[src/rtl/sram_port_pkg.sv]
package sram_port_pkg;

  typedef enum logic [2:0] {
    SP_IDLE,
    SP_SETUP,
    SP_WPULSE,
    SP_WHOLD,
    SP_RACT
  } sp_state_e;

  function automatic int unsigned sp_wait(input int unsigned t_ps, input int unsigned clk_ps);
    int unsigned n;
    n = (t_ps + clk_ps - 1) / clk_ps;
    return (n == 0) ? 1 : n;
  endfunction

  function automatic int unsigned sp_max(input int unsigned a, input int unsigned b);
    return (a > b) ? a : b;
  endfunction

endpackage

[src/rtl/sram_wait_timer.sv]
module sram_wait_timer #(
  parameter int CW = 2
) (
  input  logic          clk,
  input  logic          rst_n,
  input  logic          load,
  input  logic [CW-1:0] load_val,
  output logic          done
);
  logic [CW-1:0] cnt_q;

  always_ff @(posedge clk or negedge rst_n) begin
    if (!rst_n)              cnt_q <= '0;
    else if (load)           cnt_q <= load_val;
    else if (cnt_q != '0)    cnt_q <= cnt_q - 1'b1;
  end

  assign done = (cnt_q == '0);

  AST_TIMER_COUNTS_DOWN: assert property (@(posedge clk) disable iff (!rst_n)
    (!load && !done) |=> (cnt_q == $past(cnt_q) - 1'b1)) else $error("timer step");
endmodule

[src/rtl/sram_req_hold.sv]
module sram_req_hold #(
  parameter int AW = 15,
  parameter int DW = 8
) (
  input  logic          clk,
  input  logic          rst_n,
  input  logic          take,
  input  logic          in_wr,
  input  logic [AW-1:0] in_addr,
  input  logic [DW-1:0] in_data,
  output logic          hold_wr,
  output logic [AW-1:0] hold_addr,
  output logic [DW-1:0] hold_data
);
  always_ff @(posedge clk or negedge rst_n) begin
    if (!rst_n) begin
      hold_wr   <= 1'b0;
      hold_addr <= '0;
      hold_data <= '0;
    end else if (take) begin
      hold_wr   <= in_wr;
      hold_addr <= in_addr;
      hold_data <= in_data;
    end
  end
endmodule

[src/rtl/sram_port_ctrl.sv]
module sram_port_ctrl
  import sram_port_pkg::*;
#(
  parameter int AW      = 15,
  parameter int DW      = 8,
  parameter int CLK_PS  = 8000,
  parameter int T_AA_PS = 12000,
  parameter int T_RC_PS = 12000,
  parameter int T_WC_PS = 12000,
  parameter int T_OE_PS = 6000
) (
  input  logic          clk,
  input  logic          rst_n,
  input  logic          req_valid,
  output logic          req_ready,
  input  logic          req_wr,
  input  logic [AW-1:0] req_addr,
  input  logic [DW-1:0] req_wdata,
  output logic          rsp_valid,
  output logic [DW-1:0] rsp_rdata,
  output logic          mem_ce_n,
  output logic          mem_we_n,
  output logic          mem_oe_n,
  output logic [AW-1:0] mem_addr,
  output logic [DW-1:0] mem_dq_o,
  output logic          mem_dq_oe,
  input  logic [DW-1:0] mem_dq_i
);
  localparam int unsigned N_RD = sp_max(sp_max(sp_wait(T_AA_PS, CLK_PS), sp_wait(T_RC_PS, CLK_PS)),
                                        sp_wait(T_OE_PS, CLK_PS));
  localparam int unsigned N_WR = sp_wait(T_WC_PS, CLK_PS);
  localparam int CW = $clog2(sp_max(N_RD, N_WR) + 1);

  sp_state_e state_q, state_d;
  logic          accept;
  logic          hold_wr;
  logic          tmr_load, tmr_done;
  logic [CW-1:0] tmr_val;

  assign req_ready = (state_q == SP_IDLE);
  assign accept    = req_valid && req_ready;

  sram_req_hold #(.AW(AW), .DW(DW)) u_hold (
    .clk(clk), .rst_n(rst_n), .take(accept),
    .in_wr(req_wr), .in_addr(req_addr), .in_data(req_wdata),
    .hold_wr(hold_wr), .hold_addr(mem_addr), .hold_data(mem_dq_o)
  );

  assign tmr_load = (state_q == SP_SETUP);
  assign tmr_val  = hold_wr ? CW'(N_WR - 1) : CW'(N_RD - 1);

  sram_wait_timer #(.CW(CW)) u_timer (
    .clk(clk), .rst_n(rst_n), .load(tmr_load), .load_val(tmr_val), .done(tmr_done)
  );

  always_comb begin
    state_d = state_q;
    unique case (state_q)
      SP_IDLE:   if (accept) state_d = SP_SETUP;
      SP_SETUP:  state_d = hold_wr ? SP_WPULSE : SP_RACT;
      SP_WPULSE: if (tmr_done) state_d = SP_WHOLD;
      SP_WHOLD:  state_d = SP_IDLE;
      SP_RACT:   if (tmr_done) state_d = SP_IDLE;
      default:   state_d = SP_IDLE;
    endcase
  end

  always_ff @(posedge clk or negedge rst_n) begin
    if (!rst_n) begin
      state_q   <= SP_IDLE;
      rsp_valid <= 1'b0;
      rsp_rdata <= '0;
    end else begin
      state_q   <= state_d;
      rsp_valid <= (state_q == SP_RACT) && tmr_done;
      if ((state_q == SP_RACT) && tmr_done) rsp_rdata <= mem_dq_i;
    end
  end

  assign mem_ce_n  = (state_q == SP_IDLE);
  assign mem_we_n  = (state_q != SP_WPULSE);
  assign mem_oe_n  = (state_q != SP_RACT);
  assign mem_dq_oe = (state_q == SP_WPULSE) || (state_q == SP_WHOLD);

  AST_STANDBY_WHEN_READY: assert property (@(posedge clk) disable iff (!rst_n)
    req_ready |-> (mem_ce_n && mem_we_n && mem_oe_n)) else $error("standby");
  AST_BUSY_AFTER_ACCEPT: assert property (@(posedge clk) disable iff (!rst_n)
    (req_valid && req_ready) |=> !req_ready) else $error("ready");
  AST_RSP_ONE_CYCLE: assert property (@(posedge clk) disable iff (!rst_n)
    rsp_valid |=> !rsp_valid) else $error("rsp pulse");
  AST_WE_RISE_DRIVEN: assert property (@(posedge clk) disable iff (!rst_n)
    $rose(mem_we_n) |-> (mem_dq_oe && !mem_ce_n && $stable(mem_dq_o))) else $error("we rise");
  AST_WRITE_GATE_SHUT: assert property (@(posedge clk) disable iff (!rst_n)
    !mem_we_n |-> (mem_oe_n && !mem_ce_n)) else $error("write pins");
  AST_NO_CONTENTION: assert property (@(posedge clk) disable iff (!rst_n)
    mem_dq_oe |-> mem_oe_n) else $error("contention");
  AST_ADDR_STABLE: assert property (@(posedge clk) disable iff (!rst_n)
    (!mem_ce_n && $past(!mem_ce_n)) |-> $stable(mem_addr)) else $error("addr");
  AST_TURNAROUND_GAP: assert property (@(posedge clk) disable iff (!rst_n)
    $rose(mem_oe_n) |-> !mem_dq_oe) else $error("turnaround");
endmodule

[config.mk]
export PLATFORM = sky130hd
export DESIGN_NAME = sram_port_ctrl
export DESIGN_NICKNAME = d
export VERILOG_FILES = /design/src/rtl/sram_port_pkg.sv /design/src/rtl/sram_wait_timer.sv /design/src/rtl/sram_req_hold.sv /design/src/rtl/sram_port_ctrl.sv
export SDC_FILE = /design/constraint.sdc
export NUM_CORES = 1
export LEC_CHECK = 0
export ABC_AREA = 0
export BUFFER_PORTS_ARGS = -buffer_cell sky130_fd_sc_hd__buf_2
export CELL_PAD_IN_SITES_DETAIL_PLACEMENT = 0
export CELL_PAD_IN_SITES_GLOBAL_PLACEMENT = 1
export CORE_MARGIN = 2
export CORE_UTILIZATION = 30
export DETAILED_ROUTE_END_ITERATION = 16
export HOLD_SLACK_MARGIN = 0.1
export PLACE_DENSITY = 0.67
export SYNTH_ARGS = -nofsm -noshare
export SYNTH_HDL_FRONTEND = slang
export SYNTH_SLANG_ARGS = --single-unit
[constraint.sdc]
create_clock -name clk -period 1.4 [get_ports clk]
set_clock_uncertainty 0.05 [all_clocks]
set_input_delay 0.14 -clock clk [delete_from_list [all_inputs] [get_ports clk]]
set_output_delay 0.14 -clock clk [all_outputs]
set_load 0.01 [all_outputs]
Word level (Yosys, flattened, before mapping):

Index checks and enable logic that the tools add are counted.

* mux-type cells: 7
* reduce and logical (&&, ||, !) cells: 8
* equal/unequal tests: 9
* add/sub/neg operators: 1

Operators by type and width (number)
* 3-bit two-way mux: 4
* 3-bit one-hot mux with 4 select lines: 1
* 3-bit by 2-bit == test with 1-bit output (second input constant): 2
* 2-bit two-way mux: 2
* 2-bit != test (second input constant): 2
* 2-bit nonzero test: 2
* 3-bit by 1-bit == test with 1-bit output (second input constant): 1
* 3-bit == test (second input constant): 1
* 3-bit zero test: 1
* 3-bit by 2-bit != test with 1-bit output (second input constant): 1
* 3-bit != test (second input constant): 1
* 3-bit AND reduction: 1
* 1-bit logical AND: 2
* 2-bit zero test: 1
* 2-bit by 1-bit != test with 1-bit output (second input constant): 1
* 2-bit by 1-bit subtractor with 2-bit output (second input constant): 1
* 1-bit logical OR: 1

* logic and storage cells: 32
* register bits: 38
* input bits: 35

Logic depth before layout (Yosys ltp):

Gate-level depths: netlist (run 1).

* word-level depth: 4
* mapped depth: 5
* depth with buffers taken out: 4

By module:

Synthesis (run 1) repeated with hierarchy kept, for this count alone.

* cell total of the unflattened synthesis: 107
* area, all modules: 1687.9 µm²

Modules (own cells, without submodules)
* sram_req_hold: area an instance 997.2 µm², instances 1, seq. area each 600.6 µm², cells each 51
* sram_port_ctrl: area an instance 578.1 µm², instances 1, seq. area each 300.3 µm², cells each 44
* sram_wait_timer: area an instance 112.6 µm², instances 1, seq. area each 50.0 µm², cells each 12

Least setup slack after synthesis (run 1):

Ideal clock, no wire load.

* path kind: reg2reg
* from: register state_q[0]
* to: register u_hold.hold_addr[11]
* arrival time: 1.344 ns
* clock period less this slack: 1.518 ns
* library setup time: 0.125 ns
* cell stages (with the launch flop): 4
* data required time: 1.225 ns
* slack: -0.118 ns
* cells stage by stage: dfrtp_1 -> nor4b_4 -> buf_6 -> mux2_2

* word-level cells in the longest chain between the ends: 2

Ends and longest elaborated chain
* start, declared: line sram_port_ctrl.sv:34 `sp_state_e state_q, state_d;`
* start signal, assigned: line sram_port_ctrl.sv:74 `state_q <= state_d;`
* 3-bit zero test: line sram_port_ctrl.sv:40 `assign req_ready = (state_q == SP_IDLE);`
* 1-bit logical AND: line sram_port_ctrl.sv:41 `assign accept = req_valid && req_ready;`
* end signal, assigned: line sram_req_hold.sv:22 `hold_addr <= in_addr;`
* end, declared: line sram_req_hold.sv:12 `output logic [AW-1:0] hold_addr,`

Every way passes these cells.
A chain may end at the register's enable or synchronous reset.

Final worst setup path (run 1):

* from: register state_q[1]
* to: register rsp_rdata[4]

* word-level cells in the longest chain between the ends: 2

Ends and longest elaborated chain
* 3-bit == test: line sram_port_ctrl.sv:76 `if ((state_q == SP_RACT) && tmr_done) rsp_rdata <= mem_dq_i;`
* 1-bit logical AND: line sram_port_ctrl.sv:76
* end signal, assigned: line sram_port_ctrl.sv:76
* end, declared: line sram_port_ctrl.sv:20 `output logic [DW-1:0] rsp_rdata,`

Every way passes these cells.

==> metrics, run 1 <==
status=finished with violations; failing checks=negative setup slack; Final Slew Violations=0; Die X=76.2 um; crit path kind=reg -> reg; hold slack final=between 0.1 and 0.15 ns; clock power share=0.181; Fmax=~650 MHz; RSZ-0062 raised after global routing=true; antenna cells=0; largest net degree at the start of global routing=25; P_int=between 4 and 5 mW; Pwr Total=between 6 and 7 mW; syn avg cell area=15.3 um2; die height=76.2 um; Tmin final=1.53 ns; share of layout cells above drive strength 1=0.633; vias in the first global route=around 1300; Post-Layout Inst Area=around 2800 um2; Die ar.=5800 um2; Logic pwr share=0.503; Slew headroom=0.729; clock slew at reported path FFs=~0.07 ns; crit path max fanout=9; Syn Nets=around 140; CTS root buf=clkbuf_8; Fin Setup TNS=-3.54 ns; CTS sink cnt=38; # port buffers=just over 70; most frequent cells in the layout=71 x buf_2, 36 x dfrtp_1, 33 x dlygate4sd3_1; P_leak=approximately 1.4 nW; row cnt=26; Unique masters post-synth=23; vias post-DR=around 1300; Post-synth EDFFs=0; worst skew pair latency=~0.28 ns; core area=between 5000 and 6000 um2; area delta synth->final=79.0%; P_sw=around 1.9 mW; ys async rst share=1.00; HP Class=in -> reg; WL/cell=between 10 and 15 um; CTS Buf Count=5; Finish-stage setup viols=32; Flop pwr share=0.316; Max VDD drop=between 1 and 1.5 mV; Worst Tran Pin Value=~0.4 ns; DRC Markers=0; nets@finish=approximately 260; Max-Cap Viols=0; Setup WS post-layout=-0.134 ns; most common cell after layout, fill and taps aside=buf_2; fin crit share=1.10; sw frac=0.310; vias per inst=between 4 and 5; HPWL Detailed=about 2400 um; clock buffer depth=2; Initial Utilization=0.308; sequential cell area fraction in the yosys report=0.608; antenna violations before repair=0; total gr overflow=0; Routability Congestion=0.675; YS warnings=0; Post-Syn Area=around 1600 um2; Global Route Usage Sum=0.133; Initial DRC Count=18; post-synthesis register bit count=38; CTS tree=built; Startpoint Class=flip-flop; Mapped Cells=between 100 and 150; CP endpoint kind=flip-flop; placed instance area=2030 um2; DRT Pass-1 Iters=3; Power Dens Cells=between 2000 and 2500 nW/um2; CP required=between 1.5 and 2 ns; Routed WL=~4000 um; hold violation count in the final report=0; first-pass GRT wire length=just over 6000 um; io pins=72; crit path DAT=between 1.5 and 2 ns; number of routed nets with antenna violations=0; ys flop type=dfrtp_1; H-Tree Depth=2
==> kinds of logic (layout without fill, tap and decap cells) <==
group                    Yosys count  in the layout  share of synthesized area
AND/OR/NAND/NOR                   16             16                     0.0817
XOR/XNOR                           1              1                    0.00561
buffers and inverters              9            133                     0.0440
flip-flops                        38             38                      0.608
AO/OA/AOI/OAI                      4              4                     0.0152
multiplexers                      33             33                      0.237
adder cells (fa/ha/maj)            1              1                    0.00801
==> what timing repair did <==
| action | 4_1_cts | 5_1_grt |
|---|---|---|
| resized for setup | 12 | 37 |
| cloned | 0 | 3 |
| pin swaps | 2 | 3 |
| buffers inserted | 3 | 3 |
| hold endpoints to repair | 48 | 0 |
| setup endpoints to repair | 37 | 38 |
| hold buffers | 33 | 0 |
==> critical path, stage by stage (launching register included) <==
cell and delay (ns):
dfrtp_2 0.44, buf_6 0.13, nor4bb_4 0.26, buf_6 0.19, mux2_2 0.34
==> cell type report <==
type | count | area (um2)
Sequential cell | 38 | 953
Clock buffer | 6 | 82.6
Inverter | 2 | 7.51
Tap cell | 70 | 87.6
Clock inverter | 2 | 60.1
Fill cell | 436 | 2280
Multi-Input combinational cell | 55 | 697
Timing Repair Buffer | 123 | 910
==> synth_stat cells (all sizes together) (2+ instances only) <==
master / number / share of area
nor3: 2 / 0.0064
inv: 2 / 0.0048
mux2: 32 / 0.23
nand2b: 2 / 0.0080
a21oi: 2 / 0.0064
buf: 7 / 0.039
dfrtp: 38 / 0.61
nand2: 3 / 0.0072
nor2: 2 / 0.0048
or3b: 2 / 0.011
==> stage by stage <==
stage	util	setup WS, ns	instances
2_1_floorplan	-	-0.115	102
3_3_place_gp	0.401	-0.112	246
3_5_place_dp	0.401	-0.146	246
4_1_cts	0.507	-0.131	290
5_1_grt	0.551	-0.187	296
6_report	0.551	-0.134	296
==> state kept, by name (all words and copies together) (netlist names) <==
register	count
u_hold.hold_addr	15
u_hold.hold_wr	1
rsp_valid	1
rsp_rdata	8
state_q	3
u_timer.cnt_q	2
u_hold.hold_data	8
==> power by group through the flow <==
| stage | registers [mW] | logic, mW | clock network, mW |
|---|---|---|---|
| 2_1_floorplan | 2.15 | 1.20 | 0 |
| 3_5_place_dp | 1.95 | 2.24 | 0 |
| 6_report | 1.98 | 3.14 | 1.13 |
| 4_1_cts | 1.95 | 2.48 | 1.17 |
| 5_1_grt | 2.05 | 3.40 | 1.22 |
| 3_3_place_gp | 1.93 | 2.16 | 0 |
==> per-layer routing <==
metal  global-route usage  share of wire  vias up
li1                     -              -      594
met1                0.149           0.40      639
met5                    0              0        -
met3               0.0474          0.069        6
met2                0.238           0.51       60
met4               0.0400          0.011        0
==> path summary, 6_finish.rpt <==
path | start | end | slack (ns) | depth (start not counted)
min in group asynchronous | rst_n | u_hold.hold_addr[10] | 0.27 | 2
hold / removal | req_valid | state_q[0] | 0.14 | 3
setup reg to reg | state_q[1] | rsp_rdata[4] | -0.13 | 4
setup / recovery | state_q[1] | rsp_rdata[4] | -0.13 | 4
hold reg to reg | u_hold.hold_addr[1] | u_hold.hold_addr[1] | 0.46 | 1
max in group asynchronous | rst_n | state_q[1] | 0.50 | 3
(Power assumes the default switching activity.)
==> run 2: changes to the inputs <==
REMOVE_ABC_BUFFERS = 1   (was not set)
==> run 2 against run 1 <==
- the run still ends with negative setup slack left
- utilization down 1.7 points
- via count down 2.4%
- sequential cell count unchanged
- register-to-register slack worse by 0.06 ns
- sequential share of layout area up 1.1 points
- total power down 7.9%
- die area unchanged
- critical endpoint is now u_hold.hold_addr[0]
- non-clock buffer count down 2
- worst hold slack worse by 0.011 ns
- critical path type unchanged
- highest routed layer unchanged
- worst setup slack worse by 0.063 ns
- first-iteration DRC count up 39%
- cell count down 0.68%
==> metrics, run 2 (synthesis gave the netlist of run 1 again) <==
area delta synth->final=73.7% (was 79.0%); status=finished with violations (unchanged); largest net degree at the start of global routing=25 (unchanged); H-Tree Depth=2 (unchanged); DRC Markers=0 (unchanged); Final Slew Violations=0 (unchanged); HPWL Detailed=2370 um (was 2430 um); WL/cell=13.6 um (was 13.5 um); largest register by flop count=u_hold.hold_addr (unchanged); crit path DAT=1.73 ns (was 1.65 ns); crit path kind=reg -> reg (unchanged); Fmax=626 MHz (was 652 MHz); Initial DRC Count=25 (was 18); CTS Buf Count=5 (unchanged); # port buffers=71 (unchanged); CTS root buf=clkbuf_8 (unchanged); Slew headroom=0.718 (was 0.729); CP endpoint kind=flip-flop (unchanged); post-layout util=0.535 (was 0.551); Startpoint Class=flip-flop (unchanged); number of flip-flops in the largest register=15 (unchanged); vias per inst=4.31 (was 4.39); most frequent cells in the layout=70 x buf_2, 35 x dfrtp_1, 33 x dlygate4sd3_1 (was 71 x buf_2, 36 x dfrtp_1, 33 x dlygate4sd3_1); failing checks=negative setup slack (unchanged); antenna violations before repair=0 (unchanged); DRT Pass-1 Iters=4 (was 3); Initial Utilization=0.308 (unchanged); Largest regs=u_hold.hold_addr x15, rsp_rdata x8, u_hold.hold_data x8 (unchanged); io pins=72 (unchanged); core area=5070 um2 (unchanged); Worst Tran Pin Value=0.423 ns (was 0.407 ns); RSZ-0062 raised after global routing=true (unchanged); placed instance area=2040 um2 (was 2030 um2); Critical-path top delay cell=dfrtp_2 (unchanged); Tmin final=1.60 ns (was 1.53 ns); Routability Congestion=0.661 (was 0.675); P_leak=1.31 nW (was 1.37 nW); hold violation count in the final report=0 (unchanged); HP Class=in -> reg (unchanged); antenna cells=0 (unchanged); Layout Cells excl Fill=294 (was 296); Die ar.=5800 um2 (unchanged); CP max stage delay=0.47 ns (was 0.44 ns); nets@finish=259 (was 261); number of routed nets with antenna violations=0 (unchanged); Max VDD drop=1.24 mV (was 1.02 mV); CTS sink cnt=38 (unchanged); vias in the first global route=1314 (was 1336); Fin Setup TNS=-5.56 ns (was -3.54 ns); first-pass GRT wire length=5970 um (was 6150 um); vias post-DR=1268 (was 1299); CTS tree=built (unchanged); crit-path cells=nor4b_4, buf_6, clkbuf_16, mux2_2 (was buf_6, nor4bb_4, buf_6, mux2_2); Post-Layout Inst Area=2710 um2 (was 2800 um2); Setup WS post-layout=-0.196 ns (was -0.134 ns); die height=76.2 um (unchanged); CP required=1.53 ns (was 1.52 ns); dpl cells=246 (unchanged); clock buffer depth=2 (unchanged); hold slack final=0.128 ns (was 0.138 ns); share of layout cells above drive strength 1=0.629 (was 0.633); Finish-stage setup viols=37 (was 32); Die X=76.2 um (unchanged); fin crit share=1.14 (was 1.10); worst skew pair latency=0.29 ns (was 0.28 ns); Power Dens Cells=2120 nW/um2 (was 2230 nW/um2); Max-Cap Viols=0 (unchanged); crit path max fanout=6 (was 9); Global Route Usage Sum=0.129 (was 0.133); total gr overflow=0 (unchanged); row cnt=26 (unchanged); Routed WL=3990 um (about the same); most common cell after layout, fill and taps aside=buf_2 (unchanged); clock slew at reported path FFs=0.08 ns (was 0.07 ns)
[run 2: cell types whose count changed in the layout (fill, tap and decap cells not counted), moves of 2 or more]
cell / change
mux2_4: -12
mux2_2: +11
buf_4: -4
bufinv_16: -2
[run 2: final timing paths]
path,start,slack [ns],endpoint,depth (start not counted)
max,state_q[0],-0.20,u_hold.hold_addr[0],4
min,req_valid,0.13,state_q[0],3
max reg2reg,state_q[0],-0.20,u_hold.hold_addr[0],4
min reg2reg,rsp_rdata[0],0.46,rsp_rdata[0],1
max in group asynchronous,rst_n,0.58,state_q[0],3
min in group asynchronous,rst_n,0.26,u_hold.hold_addr[12],2
[run 2: critical path: cells and delay by family (launching register included)]
kind | cells | cell delay, ns
muxes | 1 | 0.32
buffers and inverters | 2 | 0.34
DFF | 1 | 0.47
and+or+nand+nor | 1 | 0.30
[run 2: metal layers]
metal,up-vias,share of wire,track usage
li1,590,-,-
met1,620,0.40,0.151
met2,53,0.52,0.218
met3,5,0.072,0.0545
met4,0,0.0090,0.0382
met5,-,0,0
[run 2: metrics by stage]
step	total power, mW	worst slack, ns
3_5_place_dp	4.20	-0.182
5_1_grt	6.14	-0.227
3_3_place_gp	4.11	-0.153
2_1_floorplan	3.20	-0.641
4_1_cts	5.13	-0.171
6_report	5.75	-0.196
[run 2: layout make-up]
type / count / area (um2)
Multi-Input combinational cell: 55 / 644
Clock inverter: 2 / 16.3
Clock buffer: 6 / 82.6
Tap cell: 70 / 87.6
Sequential cell: 38 / 955
Timing Repair Buffer: 121 / 921
Inverter: 2 / 7.51
Fill cell: 439 / 2360
[run 2: repair_timing]
action / in CTS / in global routing
setup endpoints to repair: 38 / 38
pin swaps: 1 / 4
cloned: 0 / 3
gates resized for setup: 5 / 35
buffers inserted: 0 / 4
endpoints found under the hold margin: 70 / 0
hold buffers: 33 / 0
[run 2: power breakdown]
group / switching, mW / internal (mW)
Sequential: 0.339 / 1.65
Clock: 0.406 / 0.405
Combinational: 1.17 / 1.78
Total: 1.92 / 3.83
==> run 3: changes to the inputs <==
PLACE_DENSITY = 0.66   (was 0.67)
SYNTH_HIERARCHICAL = 1   (was not set)
==> run 3 against run 2 <==
- die area increased by 7.6%
- synthesized area increased by 8.0%
- the flow still finishes with violations (negative setup slack)
- first-iteration DRC count increased by 12%
- utilization decreased by 3.0 points
==> metrics, run 3 <==
status=finished with violations (unchanged); failing checks=negative setup slack (unchanged); CTS tree=built (unchanged); Synth top cells by count=38 x dfrtp_1, 28 x mux2_4, 4 x mux2_2 (was 38 x dfrtp_1, 31 x mux2_2, 3 x buf_4, 3 x buf_6, 3 x nand2_1); Fin Setup TNS=-2.21 ns (was -5.56 ns); HP Class=in -> reg (unchanged); crit path max fanout=6 (unchanged); core area=5470 um2 (was 5070 um2); Unique masters post-synth=26 (was 23); most frequent cells in the layout=69 x buf_2, 38 x dfrtp_1, 33 x dlygate4sd3_1 (was 70 x buf_2, 35 x dfrtp_1, 33 x dlygate4sd3_1); area delta synth->final=63.6% (was 73.7%); clock slew at reported path FFs=0.07 ns (was 0.08 ns); Largest regs=u_hold/hold_addr x15, rsp_rdata x8, u_hold/hold_data x8 (was u_hold.hold_addr x15, rsp_rdata x8, u_hold.hold_data x8); Setup WS post-layout=-0.107 ns (was -0.196 ns); vias per inst=4.26 (was 4.31); P_leak=1.36 nW (was 1.31 nW); ys flop type=dfrtp_1 (unchanged); HPWL Detailed=2460 um (was 2370 um); first-pass GRT wire length=5980 um (was 5970 um); dpl cells=251 (was 246); Startpoint Class=flip-flop (unchanged); most frequent cell after synthesis=dfrtp_1 (unchanged); vias in the first global route=1284 (was 1314); Layout Cells excl Fill=298 (was 294); Critical-path top delay cell=dfrtp_1 (was dfrtp_2); total gr overflow=0 (unchanged); WP buf/inv=2 (unchanged); Mapped Cells=107 (was 102); DRT Pass-1 Iters=4 (unchanged); Max-Cap Viols=0 (unchanged); WL/cell=13.8 um (was 13.6 um); Tmin final=1.51 ns (was 1.60 ns); sequential cell area fraction in the yosys report=0.563 (was 0.608); RSZ-0062 raised after global routing=true (unchanged); share of the synthesized area in the top cell type=0.563 (was 0.608); hold slack final=0.122 ns (was 0.128 ns); crit-path cells=buf_6, and4bb_4, clkbuf_16, mux2_4 (was nor4b_4, buf_6, clkbuf_16, mux2_2); post-synth top area cell=dfrtp_1 (unchanged); YS warnings=6 (was 0); largest net degree at the start of global routing=39 (was 25); worst slack at placement=-0.147 ns (was -0.182 ns); Global Route Usage Sum=0.125 (was 0.129); CTS Buf Count=5 (unchanged); CTS root buf=clkbuf_8 (unchanged); number of flip-flops in the largest register=15 (unchanged); DRC Markers=0 (unchanged); syn avg cell area=15.8 um2 (was 15.3 um2); post-layout util=0.505 (was 0.535); vias post-DR=1268 (unchanged); Initial Utilization=0.308 (about the same); cell family contributing the most delay on the critical path=flip-flops (unchanged); antenna violations before repair=0 (unchanged); Initial DRC Count=28 (was 25); Power Dens Cells=2060 nW/um2 (was 2120 nW/um2); Routability Congestion=0.679 (was 0.661); CP max stage delay=0.40 ns (was 0.47 ns); CTS sink cnt=38 (unchanged); # port buffers=71 (unchanged); Die ar.=6240 um2 (was 5800 um2); worst skew pair latency=0.28 ns (was 0.29 ns); crit path kind=reg -> reg (unchanged); share of layout cells above drive strength 1=0.588 (was 0.629); Final Slew Violations=0 (unchanged); largest register by flop count=u_hold/hold_addr (was u_hold.hold_addr); H-Tree Depth=2 (unchanged); Fmax=664 MHz (was 626 MHz); Finish-stage setup viols=32 (was 37); CP required=1.52 ns (was 1.53 ns); Routed WL=4100 um (was 3990 um); fin crit share=1.08 (was 1.14); Post-synth EDFFs=0 (unchanged); Die X=79.0 um (was 76.2 um); io pins=72 (unchanged); Post-Syn Area=1690 um2 (was 1560 um2); crit path DAT=1.63 ns (was 1.73 ns); Synth area leaders=dfrtp_1 56%, mux2_4 25%, mux2_2 2.7% (was dfrtp_1 61%, mux2_2 22%, buf_6 2.2%); clock buffer depth=2 (unchanged); most common cell after layout, fill and taps aside=buf_2 (unchanged); ys async rst share=1.00 (unchanged); number of routed nets with antenna violations=0 (unchanged); post-synthesis register bit count=38 (unchanged); die height=79.0 um (was 76.2 um); nets@finish=261 (was 259); CP endpoint kind=flip-flop (unchanged); row cnt=27 (was 26); hold violation count in the final report=0 (unchanged); antenna cells=0 (unchanged); Max VDD drop=0.682 mV (was 1.24 mV)
==> run 3: cell count changes in the layout (fill, tap and decap cells not counted), moves of 2 or more <==
cell | previous run | this run
buf_8 | 3 | 0
clkbuf_1 | 0 | 2
conb_1 | 0 | 2
dfrtp_1 | 35 | 38
dfrtp_2 | 3 | 0
mux2_2 | 14 | 0
mux2_4 | 17 | 32
nor2_1 | 0 | 3
==> run 3: path summary, 6_finish.rpt <==
kind                              startpoint                   to  slack (ns)  depth (start not counted)
worst max-delay path              state_q[0]         rsp_rdata[2]       -0.11                          4
worst min-delay path               req_valid           state_q[0]        0.12                          3
worst max register to register    state_q[0]         rsp_rdata[2]       -0.11                          4
worst min register to register  rsp_rdata[4]         rsp_rdata[4]        0.46                          1
max in group asynchronous              rst_n           state_q[2]        0.78                          3
min in group asynchronous              rst_n  u_hold/hold_addr[4]        0.33                          3
==> run 3: layout make-up <==
type                       count  area, um2
timing repair buffer         119        918
sequential                    38        951
clock buffer                   7       76.3
multi-input combinational     59        688
fill                         462       2710
clock inverter                 1       30.0
tap                           72       90.1
inverter                       2       7.51
==> run 3: what timing repair did <==
| item | in CTS | in global routing |
|---|---|---|
| gates resized for setup | 11 | 11 |
| buffers inserted | 0 | 3 |
| hold endpoints to repair | 70 | 0 |
| hold buffers | 33 | 0 |
| setup endpoints to repair | 33 | 35 |
| cloned | 1 | 2 |
| pin swaps | 3 | 4 |
==> run 3: cells by family (layout without fill, tap and decap cells) <==
logic type / Yosys count / after routing / share of synthesized area
and+or+nand+nor: 18 / 18 / 0.0652
adders and majority gates: 1 / 1 / 0.00741
DFF: 38 / 38 / 0.563
other: 2 / 2 / 0.00445
buffers and inverters: 10 / 129 / 0.0586
AOI/OAI and AO/OA: 4 / 4 / 0.0141
xor gates and xnor gates: 1 / 1 / 0.00519
muxes: 33 / 33 / 0.282
==> run 3: report_power, final <==
group | switching [mW] | internal [mW]
clock network | 0.356 | 0.533
logic | 1.12 | 1.74
registers | 0.298 | 1.64
total | 1.77 | 3.91
==> run 3: per-layer routing <==
layer,vias to the layer above,part of all wire,track usage
li1,591,-,-
met1,609,0.42,0.141
met2,60,0.49,0.219
met3,8,0.077,0.0420
met4,0,0.015,0.0431
met5,-,0,0
==> run 3: tightest hold or removal path, stage by stage <==
cell	delay, ns
buf_2	0.11
mux2i_1	0.11
nor3_1	0.05
==> run 3: stage by stage <==
step	area, um2	power (mW)
after floorplan	1600	3.35
after CTS	2640	5.47
after detailed placement	2150	4.30
after global placement	2150	4.22
after global routing	2760	6.04
final	2760	5.68
